<file path="src/rtl/l2irq_pkg.sv">
package l2irq_pkg;

  typedef enum logic [2:0] {
    SEL_NONE,
    SEL_STATUS,
    SEL_ACK,
    SEL_MSTAT,
    SEL_MSET,
    SEL_MCLR
  } reg_sel_e;

  // Offset map: the two variants place the same registers differently.
  function automatic reg_sel_e decode_offset(input logic [7:0] off, input bit latched);
    reg_sel_e sel;
    sel = SEL_NONE;
    if (latched) begin
      case (off)
        8'h00:   sel = SEL_STATUS;
        8'h08:   sel = SEL_ACK;
        8'h0C:   sel = SEL_MSTAT;
        8'h10:   sel = SEL_MSET;
        8'h14:   sel = SEL_MCLR;
        default: sel = SEL_NONE;
      endcase
    end else begin
      case (off)
        8'h00:   sel = SEL_STATUS;
        8'h04:   sel = SEL_MSTAT;
        8'h08:   sel = SEL_MSET;
        8'h0C:   sel = SEL_MCLR;
        default: sel = SEL_NONE;
      endcase
    end
    return sel;
  endfunction

  // True when a read of this selection returns register contents.
  function automatic bit is_readable(input reg_sel_e sel);
    return (sel == SEL_STATUS) || (sel == SEL_MSTAT);
  endfunction

endpackage

</file>
<file path="src/rtl/l2irq_decode.sv">
module l2irq_decode
  import l2irq_pkg::*;
#(
  parameter int NUM_SRC = 32,
  parameter int ADDR_W  = 8,
  parameter bit LATCHED = 1'b1
) (
  input  logic [ADDR_W-1:0]  bus_addr,
  input  logic               bus_we,
  input  logic [NUM_SRC-1:0] bus_wdata,
  output reg_sel_e           sel,
  output logic [NUM_SRC-1:0] ack_ev,
  output logic [NUM_SRC-1:0] mset_ev,
  output logic [NUM_SRC-1:0] mclr_ev,
  output logic               rd_undef
);

  logic in_window;

  // Only the low byte carries an offset; anything above it is undefined.
  assign in_window = ((bus_addr >> 8) == '0);

  always_comb begin
    sel = SEL_NONE;
    if (in_window) sel = decode_offset(bus_addr[7:0], LATCHED);
  end

  assign ack_ev   = (bus_we && sel == SEL_ACK)  ? bus_wdata : '0;
  assign mset_ev  = (bus_we && sel == SEL_MSET) ? bus_wdata : '0;
  assign mclr_ev  = (bus_we && sel == SEL_MCLR) ? bus_wdata : '0;
  assign rd_undef = !is_readable(sel);

endmodule

</file>
<file path="src/rtl/l2irq_capture.sv">
module l2irq_capture #(
  parameter int NUM_SRC = 32,
  parameter bit LATCHED = 1'b1
) (
  input  logic               clk,
  input  logic               rst_n,
  input  logic [NUM_SRC-1:0] src_req,
  input  logic [NUM_SRC-1:0] ack_ev,
  output logic [NUM_SRC-1:0] status,
  output logic [NUM_SRC-1:0] rise_ev
);

  generate
    if (LATCHED) begin : g_latched
      logic [NUM_SRC-1:0] req_q;
      logic [NUM_SRC-1:0] stat_q;

      assign rise_ev = src_req & ~req_q;

      always_ff @(posedge clk or negedge rst_n) begin
        if (!rst_n) begin
          req_q  <= '0;
          stat_q <= '0;
        end else begin
          req_q  <= src_req;
          // A fresh edge is ORed in after the acknowledge, so it survives.
          stat_q <= (stat_q & ~ack_ev) | rise_ev;
        end
      end

      assign status = stat_q;
    end else begin : g_level
      logic unused_ack;
      assign unused_ack = ^ack_ev;
      assign rise_ev    = '0;
      assign status     = src_req;
    end
  endgenerate

endmodule

</file>
<file path="src/rtl/l2irq_mask.sv">
module l2irq_mask #(
  parameter int NUM_SRC = 32
) (
  input  logic               clk,
  input  logic               rst_n,
  input  logic [NUM_SRC-1:0] mset_ev,
  input  logic [NUM_SRC-1:0] mclr_ev,
  input  logic [NUM_SRC-1:0] status,
  output logic [NUM_SRC-1:0] mask,
  output logic [NUM_SRC-1:0] pend
);

  logic [NUM_SRC-1:0] mask_q;

  function automatic logic [NUM_SRC-1:0] apply_w1(
    input logic [NUM_SRC-1:0] cur,
    input logic [NUM_SRC-1:0] set_bits,
    input logic [NUM_SRC-1:0] clr_bits
  );
    return (cur | set_bits) & ~clr_bits;
  endfunction

  always_ff @(posedge clk or negedge rst_n) begin
    if (!rst_n) mask_q <= '1;
    else        mask_q <= apply_w1(mask_q, mset_ev, mclr_ev);
  end

  assign mask = mask_q;
  assign pend = status & ~mask_q;

endmodule

</file>
<file path="src/rtl/l2_irq_ctrl.sv">
module l2_irq_ctrl
  import l2irq_pkg::*;
#(
  parameter int NUM_SRC = 32,
  parameter int ADDR_W  = 8,
  parameter bit LATCHED = 1'b1
) (
  input  logic               clk,
  input  logic               rst_n,
  input  logic [NUM_SRC-1:0] src_req,
  input  logic [ADDR_W-1:0]  bus_addr,
  input  logic               bus_we,
  input  logic [NUM_SRC-1:0] bus_wdata,
  output logic [NUM_SRC-1:0] bus_rdata,
  output logic               irq_out
);

  reg_sel_e           sel;
  logic [NUM_SRC-1:0] ack_ev;
  logic [NUM_SRC-1:0] mset_ev;
  logic [NUM_SRC-1:0] mclr_ev;
  logic               rd_undef;
  logic [NUM_SRC-1:0] status_q;
  logic [NUM_SRC-1:0] rise_ev;
  logic [NUM_SRC-1:0] mask_q;
  logic [NUM_SRC-1:0] pend;
  logic [NUM_SRC-1:0] rdata_q;
  logic               irq_q;

  l2irq_decode #(.NUM_SRC(NUM_SRC), .ADDR_W(ADDR_W), .LATCHED(LATCHED)) u_decode (
    .bus_addr (bus_addr),
    .bus_we   (bus_we),
    .bus_wdata(bus_wdata),
    .sel      (sel),
    .ack_ev   (ack_ev),
    .mset_ev  (mset_ev),
    .mclr_ev  (mclr_ev),
    .rd_undef (rd_undef)
  );

  l2irq_capture #(.NUM_SRC(NUM_SRC), .LATCHED(LATCHED)) u_capture (
    .clk    (clk),
    .rst_n  (rst_n),
    .src_req(src_req),
    .ack_ev (ack_ev),
    .status (status_q),
    .rise_ev(rise_ev)
  );

  l2irq_mask #(.NUM_SRC(NUM_SRC)) u_mask (
    .clk    (clk),
    .rst_n  (rst_n),
    .mset_ev(mset_ev),
    .mclr_ev(mclr_ev),
    .status (status_q),
    .mask   (mask_q),
    .pend   (pend)
  );

  function automatic logic [NUM_SRC-1:0] read_mux(
    input reg_sel_e           s,
    input logic [NUM_SRC-1:0] st,
    input logic [NUM_SRC-1:0] mk
  );
    case (s)
      SEL_STATUS: return st;
      SEL_MSTAT:  return mk;
      default:    return '0;
    endcase
  endfunction

  always_ff @(posedge clk or negedge rst_n) begin
    if (!rst_n) begin
      rdata_q <= '0;
      irq_q   <= 1'b0;
    end else begin
      rdata_q <= read_mux(sel, status_q, mask_q);
      irq_q   <= |pend;
    end
  end

  assign bus_rdata = rdata_q;
  assign irq_out   = irq_q;

endmodule

</file>
<file path="config.mk">
export PLATFORM = sky130hd
export DESIGN_NAME = l2_irq_ctrl
export DESIGN_NICKNAME = d
export VERILOG_FILES = /design/src/rtl/l2irq_pkg.sv /design/src/rtl/l2irq_decode.sv /design/src/rtl/l2irq_capture.sv /design/src/rtl/l2irq_mask.sv /design/src/rtl/l2_irq_ctrl.sv
export SDC_FILE = /design/constraint.sdc
export NUM_CORES = 1
export LEC_CHECK = 0
export ABC_AREA = 1
export BUFFER_PORTS_ARGS = -buffer_cell sky130_fd_sc_hd__buf_2
export CELL_PAD_IN_SITES_DETAIL_PLACEMENT = 2
export CELL_PAD_IN_SITES_GLOBAL_PLACEMENT = 2
export CORE_MARGIN = 2
export CORE_UTILIZATION = 33
export CTS_CLUSTER_DIAMETER = 150
export CTS_CLUSTER_SIZE = 40
export DETAILED_ROUTE_END_ITERATION = 6
export MAX_ROUTING_LAYER = met4
export PLACE_DENSITY = 0.8
export SLEW_MARGIN = 0
export SYNTH_ARGS = -nofsm -noshare
export SYNTH_HDL_FRONTEND = slang
export SYNTH_HIERARCHICAL = 1
export SYNTH_SLANG_ARGS = --single-unit
</file>
<file path="constraint.sdc">
create_clock -name clk -period 1.4 [get_ports clk]
set_clock_uncertainty 0.15 [all_clocks]
set_input_delay 0.14 -clock clk [delete_from_list [all_inputs] [get_ports clk]]
set_output_delay 0.14 -clock clk [all_outputs]
set_load 0.01 [all_outputs]
</file>
Word level (Yosys, flattened, before mapping)
Index checks and enable logic that the tools add are counted.

Equality and inequality tests: 9. Multiplexer cells: 5. Bitwise operators: 10. Reductions and logical operators: 5.

Operator list (number): $and 32x32->32 (4); $not 32->32 (4); $mux 32 (3); $or 32x32->32 (2); $pmux 32 s2 (1); $reduce_or 32->1 (1); $eq 8x4->1 const B (2); $eq 8x5->1 const B (2); $pmux 3 s5 (1); $logic_not 8->1 (1); $eq 3x2->1 const B (2); $eq 3x3->1 const B (2); $eq 3x1->1 const B (1); $logic_and 1x1->1 (3).

Register bits: 129. Input port bits: 75. Output and inout bits: 33. Logic and storage cells: 34.

Logic depth before layout (Yosys ltp)
Word-level depth: 8. Mapped depth: 10. Gate-level depth less buffers: 9.

Modules after synthesis
The synthesis kept the hierarchy.

By module, submodules not included: l2irq_capture (times used 1, cells an instance 256, area each 2402.3 µm², seq. area each 1601.5 µm²); l2_irq_ctrl (times used 1, cells an instance 183, area each 1739.2 µm², seq. area each 825.8 µm²); l2irq_mask (times used 1, cells an instance 160, area each 1321.3 µm², seq. area each 840.8 µm²); l2irq_decode (times used 1, cells an instance 176, area each 915.9 µm², seq. area each 0.0 µm²).

Least setup slack after synthesis
No wires, ideal clock.

Kind: input to register. From: input bus_addr[5]. To: register rdata_q[0], in the netlist bus_rdata[0]. Library setup time: 0.080 ns. Arrival time: 1.281 ns. Data required time: 1.170 ns. Path slack: -0.110 ns. Stages: 9. Buffers on the path: 2. Path through: inv_1 nand2_1 nor2_4 nand2_1 nand3_4 buf_2 nand3_4 buf_6 o22ai_2.

Cells in the longest elaborated chain, start to end: 4. Elaborated cells on any way between the ends: 9. Those cells by class: eq/ne: 6; mux: 2; reduce/logical: 1.

Ends and longest elaborated chain: start, declared (line l2_irq_ctrl.sv:11) `input logic [ADDR_W-1:0] bus_addr,`; $eq 8x5->1, or another cell as far along (line l2irq_pkg.sv:17) `case (off)`; $pmux 3 s5 (*) (line l2irq_pkg.sv:17); named net sel[0] (line l2_irq_ctrl.sv:18) `reg_sel_e sel;`; $eq 3x2->1 or $eq 3x1->1 (tied branches); $pmux 32 s2 (*) (line l2_irq_ctrl.sv:65) `case (s)`; end signal, assigned (line l2_irq_ctrl.sv:77) `rdata_q <= read_mux(sel, status_q, mask_q);`; end, declared (line l2_irq_ctrl.sv:27) `logic [NUM_SRC-1:0] rdata_q;`.

Mark *: on every way through the listed nets, which the timed path passes. The rest lies on a longest branch.

Worst setup path in the final report
From: register u_mask.mask_q[26], in the netlist u_mask/mask[26]. To: register irq_q, in the netlist irq_out.

Cells in the longest elaborated chain, start to end: 3.

Ends and longest elaborated chain: start, declared (line l2irq_mask.sv:13) `logic [NUM_SRC-1:0] mask_q;`; start signal, assigned (line l2irq_mask.sv:25) `else mask_q <= apply_w1(mask_q, mset_ev, mclr_ev);`; $not 32->32 (line l2irq_mask.sv:29) `assign pend = status & ~mask_q;`; $and 32x32->32 (line l2irq_mask.sv:29); named net pend[26] (line l2_irq_ctrl.sv:26) `logic [NUM_SRC-1:0] pend;`; $reduce_or 32->1 (line l2_irq_ctrl.sv:78) `irq_q <= |pend;`; end signal, assigned (line l2_irq_ctrl.sv:78); end, declared (line l2_irq_ctrl.sv:28) `logic irq_q;`.

The timed path passes the listed nets, and every way through them passes these cells.

==> impl_metrics.env <==
export IMPL_syn_nets=817
export IMPL_finalMaxSlewViolations=0
export IMPL_top_layer_used="met4"
export IMPL_syn_inst=742
export IMPL_hold_viol=0
export IMPL_crit_arrival_ns=1.52
export IMPL_clk_path_buf_depth=2
export IMPL_switching_share_pct=24.1
export IMPL_layout_nets=1021
export IMPL_dpl_instance_area_mm2=0.00729
export IMPL_ir_worst_vdd_mv=0.762
export IMPL_cp_num_buf_inv=0
export IMPL_final_cell_area_mm2=0.00855
export IMPL_max_stage_delay_ns=0.55
export IMPL_grt_pass1_wl_mm=33.4
export IMPL_viasPerCell=4.55
export IMPL_core_area_mm2=0.0186
export IMPL_drt_met1_wl_mm=8.72
export IMPL_firstDrtPassIters=4
export IMPL_syn_area_mm2=0.00625
export IMPL_power_frac_clock_pct=46.1
export IMPL_drt_wl_total_mm=21.2
export IMPL_routed_wl_met3_um=507
export IMPL_switchingPower_uw=2100
export IMPL_dp_hpwl_mm=12.3
export IMPL_avgSynthCellArea_um2=8.43
export IMPL_clockRootBuffer="clkbuf_16"
export IMPL_start_util_pct=33.5
export IMPL_remaining_drc_errors=0
export IMPL_period_minus_slack_ns=1.36
export IMPL_crit_required_ns=1.56
export IMPL_slew_headroom_pct=78.6
export IMPL_io_pins=108
export IMPL_max_freq_mhz=735
export IMPL_rsz0062_at_grt="true"
export IMPL_worst_slew_pin_slew_ns=0.320
export IMPL_critPathSlowestCell="dfstp_2"
export IMPL_grt_pass1_vias=6274
export IMPL_setup_tns_ns=0
export IMPL_port_buffers=107
export IMPL_drive_above_1_share_pct=34.2
export IMPL_place_congestion=0.731
export IMPL_via_count=5419
export IMPL_p_seq_share_pct=45.3
export IMPL_cts_tree="done"
export IMPL_final_seq_area_mm2=0.00327
export IMPL_syn2layout_area_growth_pct=36.7
export IMPL_grt_max_degree=32
export IMPL_hold_class="input pin to async pin"
export IMPL_grtUsageTotal_pct=22.7
export IMPL_startpoint_type="register"
export IMPL_die_area_mm2=0.0201
export IMPL_critPathTopFamily="flip-flops"
export IMPL_cp_common_cell="nor2_2"
export IMPL_path_max_fanout=3
export IMPL_p_leak_uw=0.00480
export IMPL_grt_overflow=0
export IMPL_status="finished clean"
export IMPL_ant_nets=0
export IMPL_cts_num_sinks=129
export IMPL_wl_met2_mm=11.5
export IMPL_clock_latency_ns=0.42
export IMPL_end_kind="register"
export IMPL_p_per_area_mw_per_mm2=1020
export IMPL_std_cell_rows=50
export IMPL_drv_cap=0
export IMPL_die_x_um=142
export IMPL_fillCellCount=2064
export IMPL_worstPathCellList="nor2_2 > nor2_2 > nand4_1 > nor2_4 > nand2_2"
export IMPL_multiInputGateArea_mm2=0.00206
export IMPL_wl_per_cell_um=17.8
export IMPL_drtIter0Drc=168
export IMPL_die_y_um=142
export IMPL_pwr_share_comb_pct=8.6
export IMPL_period_share_pct=97.2
export IMPL_intPower_uw=6590
export IMPL_antenna_found_initial=0
export IMPL_crit_type="register to register"
export IMPL_setup_viol=0
export IMPL_clk_pin_slew_ns=0.06
export IMPL_diodes=0
export IMPL_yosysWarnings=6
export IMPL_htree_levels=4
export IMPL_cts_inserted_buffers=17
## timing repair
action | CTS | global route
buffers inserted | 0 | 6
pin swaps | 1 | 16
hold buffers | 65 | 0
hold endpoints to repair | 224 | 0
endpoints found under the setup margin | 1 | 4
resized for setup | 1 | 17
## state kept, by name (all words and copies together), names as in the netlist
name	flops
u_mask/mask	32
bus_rdata	32
u_capture/g_latched.req_q	32
irq_out	1
u_capture/status	32
## final timing paths
path / start / to / slack, ns / cells past startpoint
worst min-delay path: rst_n / u_capture/g_latched.req_q[24] / 0.01 / 2
min in group clk: src_req[3] / u_capture/g_latched.req_q[3] / 0.23 / 2
worst max register to register: u_mask/mask[26] / irq_out / 0.04 / 5
max in group asynchronous: rst_n / u_mask/mask[19] / 0.50 / 3
worst max-delay path: u_mask/mask[26] / irq_out / 0.04 / 5
worst min register to register: u_capture/g_latched.req_q[3] / u_capture/status[3] / 0.33 / 3
## placed cells by master (no fill, tap or decap), types with 28 or more instances in the layout
cell	n
buf_2	106
dfrtp_1	97
dfstp_2	32
dlygate4sd3_1	65
inv_1	216
nand2_1	79
nand2_2	40
nor2_1	135
nor2_2	44
nor3_1	28
o22ai_2	30
## through the flow
step	util (%)	hold WS [ns]	instances	total power, µW	setup slack, ns
after floorplan	-	-0.306	742	4230	0.00549
after global placement	39.1	-0.107	1090	4540	-0.131
after detailed placement	39.1	-0.106	1090	4570	-0.206
after CTS	45.4	0.00650	1186	8740	0.00987
after global routing	45.9	0.0326	1192	9020	-0.0452
final	45.9	0.0150	1192	8690	0.0389
## power by group through the flow
stage                     registers (µW)  logic, µW  clock network, µW
final                               3940        747               4000
after global routing                3950        834               4230
after CTS                           3940        721               4090
after detailed placement            4000        569                  0
after global placement              3990        547                  0
after floorplan                     3980        246                  0
## layer usage
layer / track usage [%] / vias up
li1: - / 2531
met1: 25.1 / 2755
met2: 41.8 / 100
met3: 2.97 / 33
met4: 8.11 / 0
met5: - / -
## cell type report
cell class / count / area share, %
multi-input cells: 376 / 24.1
flip-flops and latches: 129 / 38.2
inverters: 219 / 9.62
repair buffers: 203 / 18.6
clock buffers: 25 / 5.68
well taps: 234 / 3.42
clock inverters: 6 / 0.381
Power figures use the tool's default switching activity.
